File: src/rtl/umin_pkg.sv
package umin_pkg;
  typedef enum logic [1:0] {ST_IDLE, ST_DEC, ST_RD, ST_WR} umin_state_e;

  localparam logic [7:0] OPC_HI  = 8'h38;
  localparam logic [5:0] OPC_MID = 6'b011100;
  localparam logic [4:0] ZR_IDX  = 5'd31;

  typedef struct packed {
    logic       legal;
    logic       acq;
    logic       rel;
    logic       tag_chk;
    logic       use_sp;
    logic       wb_req;
    logic [4:0] rt;
    logic [4:0] rn;
  } umin_dec_t;
endpackage

File: src/rtl/umin_decoder.sv
module umin_decoder
  import umin_pkg::*;
(
  input  logic [31:0] instr,
  input  logic        feat_en,
  output umin_dec_t   dec
);
  logic fixed_ok;

  always_comb begin
    fixed_ok    = (instr[31:24] == OPC_HI) && instr[21] && (instr[15:10] == OPC_MID);
    dec.rt      = instr[4:0];
    dec.rn      = instr[9:5];
    dec.legal   = feat_en && fixed_ok;
    dec.wb_req  = (instr[4:0] != ZR_IDX);
    dec.acq     = instr[23] && (instr[4:0] != ZR_IDX);
    dec.rel     = instr[22];
    dec.use_sp  = (instr[9:5] == ZR_IDX);
    dec.tag_chk = (instr[9:5] != ZR_IDX);
  end
endmodule

File: src/rtl/umin_select.sv
module umin_select #(
  parameter int W = 8
) (
  input  logic [W-1:0] mem_val,
  input  logic [W-1:0] reg_val,
  output logic [W-1:0] min_val
);
  logic [W:0] diff;

  always_comb begin
    diff    = {1'b0, mem_val} - {1'b0, reg_val};
    min_val = diff[W] ? mem_val : reg_val;
  end
endmodule

File: src/rtl/atomic_umin_byte_unit.sv
module atomic_umin_byte_unit
  import umin_pkg::*;
#(
  parameter int XLEN        = 64,
  parameter int REG_W       = 32,
  parameter int BYTE_W      = 8,
  parameter int SP_ALIGN_LG = 4
) (
  input  logic              clk,
  input  logic              rst_n,
  input  logic              feat_en,
  input  logic              issue_valid,
  output logic              issue_ready,
  input  logic [31:0]       instr,
  input  logic [BYTE_W-1:0] rs_byte,
  input  logic [XLEN-1:0]   rn_data,
  input  logic [XLEN-1:0]   sp_data,
  output logic              mem_req_valid,
  output logic              mem_req_we,
  output logic [XLEN-1:0]   mem_addr,
  output logic [BYTE_W-1:0] mem_wdata,
  output logic              mem_lock,
  input  logic              mem_ready,
  input  logic [BYTE_W-1:0] mem_rdata,
  output logic              ord_acquire,
  output logic              ord_release,
  output logic              tag_check,
  output logic              align_fault,
  output logic              undef_instr,
  output logic              done,
  output logic              wb_en,
  output logic [4:0]        wb_reg,
  output logic [REG_W-1:0]  wb_data
);
  localparam int PAD_W = REG_W - BYTE_W;

  umin_state_e       state_q;
  logic [31:0]       instr_q;
  logic              feat_q;
  logic [BYTE_W-1:0] src_q;
  logic [XLEN-1:0]   rn_q;
  logic [XLEN-1:0]   sp_q;
  logic [XLEN-1:0]   addr_q;
  logic [BYTE_W-1:0] old_q;
  logic              acq_q, rel_q, tag_q, wbreq_q;
  logic [4:0]        rt_q;
  logic              done_q, undef_q, fault_q, wben_q;
  logic [REG_W-1:0]  wbdata_q;

  umin_dec_t         dec;
  logic              misaligned;
  logic [BYTE_W-1:0] min_byte;
  logic              accept;

  umin_decoder u_dec (
    .instr   (instr_q),
    .feat_en (feat_q),
    .dec     (dec)
  );

  umin_select #(.W(BYTE_W)) u_sel (
    .mem_val (old_q),
    .reg_val (src_q),
    .min_val (min_byte)
  );

  assign misaligned    = dec.use_sp && (|sp_q[SP_ALIGN_LG-1:0]);
  assign accept        = issue_valid && issue_ready;
  assign issue_ready   = (state_q == ST_IDLE);
  assign mem_req_valid = (state_q == ST_RD) || (state_q == ST_WR);
  assign mem_req_we    = (state_q == ST_WR);
  assign mem_lock      = mem_req_valid;
  assign mem_addr      = addr_q;
  assign mem_wdata     = min_byte;
  assign ord_acquire   = acq_q && mem_lock;
  assign ord_release   = rel_q && mem_lock;
  assign tag_check     = tag_q && mem_lock;
  assign align_fault   = fault_q;
  assign undef_instr   = undef_q;
  assign done          = done_q;
  assign wb_en         = wben_q;
  assign wb_reg        = rt_q;
  assign wb_data       = wbdata_q;

  // capture of the issued instruction and its operands
  always_ff @(posedge clk or negedge rst_n) begin
    if (!rst_n) begin
      instr_q <= '0;
      feat_q  <= 1'b0;
      src_q   <= '0;
      rn_q    <= '0;
      sp_q    <= '0;
    end else if (accept) begin
      instr_q <= instr;
      feat_q  <= feat_en;
      src_q   <= rs_byte;
      rn_q    <= rn_data;
      sp_q    <= sp_data;
    end
  end

  // sequencer: decode, locked read, locked write
  always_ff @(posedge clk or negedge rst_n) begin
    if (!rst_n) begin
      state_q  <= ST_IDLE;
      addr_q   <= '0;
      old_q    <= '0;
      acq_q    <= 1'b0;
      rel_q    <= 1'b0;
      tag_q    <= 1'b0;
      wbreq_q  <= 1'b0;
      rt_q     <= '0;
      done_q   <= 1'b0;
      undef_q  <= 1'b0;
      fault_q  <= 1'b0;
      wben_q   <= 1'b0;
      wbdata_q <= '0;
    end else begin
      done_q  <= 1'b0;
      undef_q <= 1'b0;
      fault_q <= 1'b0;
      wben_q  <= 1'b0;
      unique case (state_q)
        ST_IDLE: if (accept) state_q <= ST_DEC;
        ST_DEC: begin
          addr_q  <= dec.use_sp ? sp_q : rn_q;
          acq_q   <= dec.acq;
          rel_q   <= dec.rel;
          tag_q   <= dec.tag_chk;
          wbreq_q <= dec.wb_req;
          rt_q    <= dec.rt;
          if (!dec.legal) begin
            undef_q <= 1'b1;
            done_q  <= 1'b1;
            state_q <= ST_IDLE;
          end else if (misaligned) begin
            fault_q <= 1'b1;
            done_q  <= 1'b1;
            state_q <= ST_IDLE;
          end else begin
            state_q <= ST_RD;
          end
        end
        ST_RD: if (mem_ready) begin
          old_q   <= mem_rdata;
          state_q <= ST_WR;
        end
        ST_WR: if (mem_ready) begin
          done_q   <= 1'b1;
          wben_q   <= wbreq_q;
          wbdata_q <= {{PAD_W{1'b0}}, old_q};
          state_q  <= ST_IDLE;
        end
        default: state_q <= ST_IDLE;
      endcase
    end
  end
endmodule

File: config.mk
export PLATFORM = sky130hd
export DESIGN_NAME = atomic_umin_byte_unit
export DESIGN_NICKNAME = d
export VERILOG_FILES = /design/src/rtl/umin_pkg.sv /design/src/rtl/umin_decoder.sv /design/src/rtl/umin_select.sv /design/src/rtl/atomic_umin_byte_unit.sv
export SDC_FILE = /design/constraint.sdc
export NUM_CORES = 1
export LEC_CHECK = 0
export BUFFER_PORTS_ARGS = -buffer_cell sky130_fd_sc_hd__clkbuf_2
export CORE_AREA = 2 2 169 129
export CTS_CLUSTER_DIAMETER = 100
export CTS_CLUSTER_SIZE = 30
export DETAILED_ROUTE_END_ITERATION = 12
export DIE_AREA = 0 0 171 131
export GPL_TIMING_DRIVEN = 0
export PLACE_DENSITY = 0.91
export SETUP_SLACK_MARGIN = 0.15
export SYNTH_ARGS = -nofsm -noshare
export SYNTH_HDL_FRONTEND = slang
export SYNTH_SLANG_ARGS = --single-unit
export TNS_END_PERCENT = 10
File: constraint.sdc
create_clock -name clk -period 2.6 [get_ports clk]
set_input_delay 0.13 -clock clk [delete_from_list [all_inputs] [get_ports clk]]
set_output_delay 0.13 -clock clk [all_outputs]
set_load 0.02 [all_outputs]
==> results of run 1 <==
==> Yosys cell counts (5+ instances only) <==
cell type,count,share of area
clkbuf_1,17,0.0060
buf_4,25,0.018
dfrtp_1,259,0.61
nand2_1,77,0.027
o21ai_0,78,0.037
buf_1,5,0.0018
buf_2,23,0.011
mux2i_1,64,0.060
ha_1,7,0.0082
nor2_1,5,0.0018
inv_1,10,0.0035
mux2_2,187,0.20
==> final cells by class <==
cell class	instances	area, um2
sequential	259	6480
fill	1306	6120
multi-input combinational	470	3860
timing repair buffer	451	3240
buffer	70	393
tap	288	360
clock buffer	13	325
inverter	10	37.5
clock inverter	1	16.3
antenna	1	2.50
==> cells by family after synthesis <==
logic type	share of synthesized area
adder cells (fa/ha/maj)	0.00822
flip-flops	0.608
AND/OR/NAND/NOR	0.0424
other	0.000352
AO/OA/AOI/OAI	0.0428
XOR/XNOR	0.000822
multiplexers	0.258
buffers and inverters	0.0397
==> how the worst max path moves through the flow <==
stage	endpoint	slack, ns	cells past startpoint	startpoint
3_5_place_dp	done	-0.13	6	state_q[0]
4_1_cts	mem_wdata[5]	-0.10	6	old_q[1]
3_3_place_gp	sp_q[56]	-3.76	1	rst_n
2_1_floorplan	mem_wdata[0]	0.63	4	old_q[1]
6_report	mem_wdata[2]	-0.11	6	old_q[1]
5_1_grt	mem_wdata[2]	-0.20	8	src_q[5]
==> worst max-delay path: stages (launching register included) <==
cell and delay (ns):
dfrtp_1 0.45, ha_1 0.29, a2111o_1 0.40, a211oi_4 0.28, buf_4 0.17, mux2_2 0.35
clkbuf_2 0.16
==> timing repair <==
item / in CTS / in global routing
endpoints found under the setup margin: 63 / 89
endpoints found under the hold margin: 227 / 0
hold buffers: 174 / 0
buffers inserted: 3 / 1
gates resized for setup: 9 / 21
pin swaps: 1 / 1
==> per-layer routing <==
metal / wire length, um / share of wire / track usage
met4: 1390 / 0.044 / 0.122
met5: 0 / 0 / 0
met3: 2150 / 0.068 / 0.0639
met2: 16000 / 0.50 / 0.495
met1: 12300 / 0.39 / 0.337
==> power groups by stage <==
stage	sequential (W)	clock [W]	combinational (W)
final	0.00535	0.00215	0.00335
after global routing	0.00543	0.00234	0.00361
after detailed placement	0.00537	0	0.00277
after CTS	0.00529	0.00220	0.00315
after floorplan	0.00561	0	0.00144
after global placement	0.00532	0	0.00267
==> metrics by stage <==
step	std cells	setup TNS [ns]	setup WS [ns]
floorplan	809	0	0.629
global placement	1368	-966.00	-3.76
detailed placement	1370	-0.581	-0.132
CTS	1561	-0.617	-0.102
global route	1563	-1.21	-0.199
finish	1563	-0.503	-0.106
==> results.json, run 1 <==
{
  "status": "finished with violations",
  "violations": "setup timing",
  "place.detailed.hpwl_um": 18900,
  "synth_flop_cell": "dfrtp_1",
  "fin_ws_ns": -0.106,
  "drive_above_1_share": 0.419,
  "placed_cell_area_um2": 12500,
  "yosysUniqueCellTypes": 34,
  "power_density_nw_per_um2": 737,
  "num_io_pins": 301,
  "power.total_w": 0.0109,
  "relSlewSlack": 0.413,
  "core_um2": 20800,
  "drtPass1Iterations": 5,
  "vdd_drop_max_v": 0.000499,
  "p_sw_w": 0.00349,
  "async_reset_ff_frac": 1.00,
  "root_buffer": "clkbuf_16",
  "cts_buffers": 12,
  "finalMaxSlewViolations": 0,
  "clkLatencyLatePin_ns": 0.48,
  "via_count": 8223,
  "worstReg2RegEnd": "instr_q[25]",
  "reg2reg_depth": 5,
  "vias_per_cell": 5.26,
  "grt_max_degree": 113,
  "setup.worst_path.class": "reg2out",
  "worst_pin_slew_ns": 0.881,
  "r2r_slack_ns": 0.41,
  "die_area_um2": 22400,
  "final_core_util": 0.706,
  "crit_arrival_ns": 2.58,
  "ys_ff_latch": 259,
  "rows": 46,
  "cts_tree": "built",
  "cp-start-kind": "flop",
  "synth.avg_cell_area_um2": 13.6,
  "pwr-share-comb": 0.309,
  "final_cell_mix": "269 x clkbuf_2, 259 x dfrtp_1, 182 x mux2_2",
  "timing.final.hold_violations": 0,
  "route.detailed.drc": 0,
  "grt_pass1_wl_um": 48500,
  "drt_iter0_drc": 513,
  "nets": 1462,
  "ys_warn_count": 0,
  "overflow": 0,
  "ys_seq_area_frac": 0.608,
  "die_y_um": 131,
  "syn2layout_area_growth_pct": 38.1,
  "p_clk_frac": 0.198,
  "stdcell_area_um2": 14700,
  "clk_pin_slew_worst_paths_ns": 0.11,
  "synth-edff-count": 0,
  "fmax_ghz": 0.370,
  "routed_wl_um": 31800,
  "setup_violations": 8,
  "synth_area_um2": 10700,
  "ant_nets": 0,
  "whs_ns": 0.186,
  "cts_buffer_depth": 3,
  "io_buffers": 271,
  "crit_fanout": 4,
  "seq_power_share": 0.493,
  "period_minus_slack_ns": 2.71,
  "layout_commonest_cell": "clkbuf_2",
  "start_util": 0.512,
  "htreeDepth": 1,
  "skew_ns": 0.0172,
  "wl_per_cell_um": 20.4,
  "maxCapViolCount": 0,
  "synthCells": 786,
  "die_w_um": 171,
  "numClockSinks": 259,
  "antenna_found_initial": 1,
  "fin_crit_sh": 1.04,
  "switching_share": 0.322,
  "end_kind": "output port",
  "rsz0062_at_grt": "yes",
  "required_ns": 2.47,
  "grt_usage": 0.282,
  "grt_pass1_vias": 9006,
  "r2r_start": "state_q[0]",
  "gp_congestion": 0.832,
  "p_leak_nw": 7.37,
  "hold_path_class": "in2async",
  "p_int_w": 0.00736
}
(Power assumes the default switching activity.)
==> inputs of run 2 (changes only) <==
Settings changed: CORE_AREA 2 2 169 129 to 2 2 192 147, DIE_AREA 0 0 171 131 to 0 0 194 149, PLACE_DENSITY 0.91 to 0.75.
==> run 2 against run 1 <==
Highest routed layer unchanged. Clock skew decreased by 0.0023 ns. Final cell count increased by 4.5%. The run still ends with setup timing left. Core utilization decreased by 16 points. Critical endpoint is now mem_wdata[1]. Worst setup slack improved by 0.043 ns. Combinational power about the same. Design area increased by 0.87%. Non-clock buffer count increased by 1. Worst hold slack got worse by 0.045 ns. Critical path type unchanged. Routed wire length decreased by 8.7%. Fmax increased by 1.6%.
==> results.json, run 2 (synthesis results as in run 1) <==
{
  "finalMaxSlewViolations": 0,
  "die_y_um": 149,
  "grt_pass1_wl_um": 46100,
  "overflow": 0,
  "status": "finished with violations",
  "setup.worst_path.class": "reg2out",
  "io_buffers": 271,
  "end_kind": "output port",
  "critPathSlowestCell": "dfrtp_1",
  "multi_input_area_um2": 3890,
  "fmax_ghz": 0.376,
  "r2r_start": "instr_q[7]",
  "skew_ns": 0.0149,
  "rows": 53,
  "rsz0062_at_grt": "yes",
  "numClockSinks": 259,
  "clkLatencyLatePin_ns": 0.49,
  "final_cells": 1634,
  "p_leak_nw": 7.38,
  "fin_ws_ns": -0.0628,
  "pwr-share-comb": 0.309,
  "place.detailed.hpwl_um": 19600,
  "timing.final.hold_violations": 0,
  "num_io_pins": 301,
  "die_area_um2": 28900,
  "core_um2": 27300,
  "crit_fanout": 4,
  "violations": "setup timing",
  "ant_nets": 0,
  "drive_above_1_share": 0.423,
  "cts_buffer_depth": 3,
  "final_core_util": 0.543,
  "die_w_um": 194,
  "route.detailed.drc": 0,
  "worst_pin_slew_ns": 0.855,
  "maxUsedRoutingLayer": "met4",
  "start_util": 0.390,
  "slowest_delay_ns": 0.41,
  "drtPass1Iterations": 4,
  "syn2layout_area_growth_pct": 39.3,
  "final_cell_mix": "269 x clkbuf_2, 259 x dfrtp_1, 180 x mux2_2",
  "power.total_w": 0.0108,
  "clk_pin_slew_worst_paths_ns": 0.11,
  "maxCapViolCount": 0,
  "htreeDepth": 1,
  "cts_tree": "built",
  "crit_chain": "inv_2, ha_4, a2111o_1, a211oi_4, buf_6, mux2_2, clkbuf_2",
  "required_ns": 2.47,
  "antenna_found_initial": 2,
  "grt_max_degree": 112,
  "cts_buffers": 12,
  "p_int_w": 0.00742,
  "dp_slack_ns": -0.141,
  "met3WireLength_um": 1420,
  "wl_per_cell_um": 17.8,
  "grt_pass1_vias": 8452,
  "cp-start-kind": "flop",
  "grt_usage": 0.200,
  "routed_wl_um": 29000,
  "period_minus_slack_ns": 2.66,
  "vias_per_cell": 4.81,
  "stdcell_area_um2": 14800,
  "fin_crit_sh": 1.02,
  "layout_commonest_cell": "clkbuf_2",
  "p_sw_w": 0.00342,
  "ff_latch_area_um2": 6480,
  "relSlewSlack": 0.430,
  "nets": 1463,
  "setup_violations": 5,
  "via_count": 7859,
  "crit_arrival_ns": 2.53,
  "wl_met1_um": 12900,
  "hold_path_class": "in2async",
  "drt_iter0_drc": 275,
  "crit_start": "src_q[1]",
  "placed_cell_area_um2": 12600,
  "vdd_drop_max_v": 0.000647,
  "met2_length_um": 13900,
  "switching_share": 0.316,
  "seq_power_share": 0.489,
  "p_clk_frac": 0.201,
  "root_buffer": "clkbuf_16",
  "power_density_nw_per_um2": 730,
  "dp.cells": 1439,
  "fillers": 2256,
  "gp_congestion": 0.787
}
run 2: cell types whose count changed in the layout (fill, tap and decap cells not counted), sizes merged:
cell    delta
buf        +3
clkbuf     -2
diode      +1
run 2: layout make-up:
| type | instances | share of cell area |
|---|---|---|
| Antenna cell | 2 | 0.000337 |
| Clock inverter | 1 | 0.00110 |
| Buffer | 70 | 0.0265 |
| Tap cell | 357 | 0.0301 |
| Inverter | 10 | 0.00253 |
| Multi-Input combinational cell | 470 | 0.262 |
| Clock buffer | 13 | 0.0219 |
| Timing Repair Buffer | 452 | 0.219 |
| Sequential cell | 259 | 0.437 |
run 2: worst max-delay path: cells and delay by family (launching register included):
| kind | cells | cell delay (ns) |
|---|---|---|
| mux | 1 | 0.33 |
| buf+inv | 3 | 0.41 |
| fa+ha+maj | 1 | 0.19 |
| flops | 1 | 0.41 |
| compound gates | 2 | 0.69 |
run 2: stage by stage:
step / setup TNS, ns / hold slack, ns
floorplan: 0 / -0.166
global placement: -1011.95 / 0.338
detailed placement: -0.846 / 0.102
CTS: -0.732 / 0.128
global route: -0.907 / 0.144
finish: -0.151 / 0.141
run 2: path summary, 6_finish.rpt:
path	to	slack, ns	depth (start not counted)
hold / removal	mem_addr[28]	0.14	2
hold reg to reg	mem_addr[61]	0.49	2
max in group asynchronous	sp_q[59]	1.56	3
min in group clk	src_q[4]	0.40	4
setup / recovery	mem_wdata[1]	-0.06	7
setup reg to reg	mem_addr[55]	0.42	6
run 2: layer usage:
metal,track usage,up-vias
met1,0.267,3923
met3,0.0373,54
met4,0.0534,0
met5,0,-
met2,0.340,233
li1,-,3649
run 2: what timing repair did:
action | CTS | global route
resized for setup | 11 | 28
pin swaps | 1 | 1
setup buffers | 5 | 0
gates cloned | 0 | 0
hold endpoints to repair | 215 | 0
endpoints found under the setup margin | 101 | 128
hold buffers | 174 | 0
run 2: power by group through the flow:
stage	registers, W	clock network, W	logic (W)
finish	0.00530	0.00218	0.00335
global route	0.00541	0.00240	0.00362
CTS	0.00528	0.00227	0.00319
detailed placement	0.00537	0	0.00277
global placement	0.00533	0	0.00271
floorplan	0.00561	0	0.00144
==> inputs of run 3 (changes only) <==
Settings changed: CORE_AREA 2 2 192 147 to 2 2 167 169, DIE_AREA 0 0 194 149 to 0 0 169 171.
==> run 3 against run 2 <==
The run still ends with setup timing left. Core utilization is 0.060 points lower. Total power is 0.16% higher. Sequential share of layout area hardly changed.
==> results.json, run 3 (synthesis results as in run 1) <==
{
  "route.detailed.drc": 0,
  "cts_buffer_depth": 3,
  "antenna_found_initial": 1,
  "vias_per_cell": 4.90,
  "drt_iter0_drc": 385,
  "hold_path_class": "in2async",
  "vdd_drop_max_v": 0.000420,
  "overflow": 0,
  "final_cell_mix": "268 x clkbuf_2, 259 x dfrtp_1, 179 x mux2_2",
  "setup.worst_path.class": "reg2out",
  "core_um2": 27300,
  "grt_usage": 0.200,
  "grt_max_degree": 113,
  "timing.final.hold_violations": 0,
  "rsz0062_at_grt": "yes",
  "pwr-share-comb": 0.310,
  "via_count": 7965,
  "whs_ns": 0.126,
  "rows": 61,
  "routed_wl_um": 29400,
  "cp-start-kind": "flop",
  "status": "finished with violations",
  "drive_above_1_share": 0.422,
  "switching_share": 0.316,
  "fin_crit_sh": 1.02,
  "grt_pass1_wl_um": 45500,
  "finalMaxSlewViolations": 0,
  "p_clk_frac": 0.203,
  "p_int_w": 0.00743,
  "r2r_slack_ns": 0.40,
  "root_buffer": "clkbuf_16",
  "power.total_w": 0.0109,
  "fmax_ghz": 0.378,
  "start_util": 0.390,
  "ant_nets": 0,
  "worst_pin_slew_ns": 0.853,
  "maxCapViolCount": 0,
  "relSlewSlack": 0.431,
  "htreeDepth": 1,
  "setup_violations": 8,
  "die_y_um": 171,
  "clk_pin_slew_worst_paths_ns": 0.12,
  "wl_per_cell_um": 18.1,
  "die_w_um": 169,
  "power_density_nw_per_um2": 732,
  "cts_tree": "built",
  "layout_commonest_cell": "clkbuf_2",
  "num_io_pins": 301,
  "p_leak_nw": 7.39,
  "cts_buffers": 12,
  "fin_ws_ns": -0.0441,
  "skew_ns": 0.0279,
  "syn2layout_area_growth_pct": 39.1,
  "seq_power_share": 0.488,
  "clkLatencyLatePin_ns": 0.50,
  "period_minus_slack_ns": 2.64,
  "final_core_util": 0.543,
  "crit_fanout": 4,
  "p_sw_w": 0.00343,
  "place.detailed.hpwl_um": 19000,
  "io_buffers": 271,
  "gp_congestion": 0.783,
  "nets": 1461,
  "grt_pass1_vias": 8473,
  "end_kind": "output port",
  "drtPass1Iterations": 4,
  "numClockSinks": 259,
  "die_area_um2": 28900,
  "violations": "setup timing",
  "required_ns": 2.47,
  "crit_arrival_ns": 2.51
}
## run 3: changes by cell type in the layout (fill, tap and decap cells not counted), moves of 2 or more
| cell | before | now |
|---|---|---|
| buf_6 | 4 | 10 |
| buf_8 | 2 | 0 |
| clkinv_2 | 0 | 3 |
| buf_4 | 30 | 26 |
## run 3: layout make-up
| type | instances | area (um2) |
|---|---|---|
| repair buffers | 450 | 3240 |
| diodes | 2 | 5.00 |
| inverters | 10 | 37.5 |
| clock buffers | 14 | 339 |
| fillers | 2229 | 12500 |
| clock inverters | 3 | 15.0 |
| plain buffers | 70 | 393 |
| flip-flops and latches | 259 | 6480 |
| multi-input cells | 470 | 3880 |
| well taps | 346 | 433 |
## run 3: final timing paths
kind,startpoint,end,depth (start not counted)
min in group clk,rs_byte[6],src_q[6],4
hold / removal,rst_n,sp_q[57],2
hold reg to reg,mem_addr[61],mem_addr[61],2
setup reg to reg,instr_q[6],mem_addr[55],6
setup / recovery,src_q[1],mem_wdata[5],7
max in group asynchronous,rst_n,sp_q[31],3
## run 3: routing by layer
| metal | routed length (um) | share of wire | vias up | global-route usage |
|---|---|---|---|---|
| met5 | 0 | 0 | - | 0 |
| met4 | 838 | 0.029 | 0 | 0.0673 |
| met3 | 1500 | 0.051 | 58 | 0.0322 |
| met2 | 15200 | 0.52 | 238 | 0.355 |
| met1 | 11800 | 0.40 | 4018 | 0.249 |
| li1 | - | - | 3651 | - |
## run 3: timing repair
action | CTS | global route
hold buffers | 174 | 0
hold endpoints to repair | 212 | 0
cloned | 0 | 0
endpoints found under the setup margin | 38 | 80
resized for setup | 1 | 47
buffers inserted | 3 | 0
pin swaps | 1 | 3
## run 3: power groups by stage
stage	clock network, W	registers [W]	logic (W)
after floorplan	0	0.00561	0.00144
after global placement	0	0.00531	0.00271
after detailed placement	0	0.00535	0.00279
after CTS	0.00229	0.00527	0.00306
after global routing	0.00243	0.00539	0.00362
final	0.00220	0.00529	0.00336
## run 3: critical path, cell delays in order (launching register included)
cell and delay [ns]:
dfrtp_1 0.41, inv_2 0.09, ha_4 0.19, a2111o_1 0.44, a211oi_4 0.26, buf_6 0.17, mux2_4 0.32, buf_6 0.13
## run 3: stage by stage
step                      area, um2  setup slack, ns  std cells  setup TNS, ns
after floorplan               10700            0.629        809              0
after global routing          14800           -0.138       1623          -1.02
final                         14800          -0.0441       1624         -0.264
after CTS                     14700          -0.0792       1622         -0.530
after detailed placement      12600         -0.00880       1428       -0.00880
after global placement        12500            -3.95       1426       -1014.20
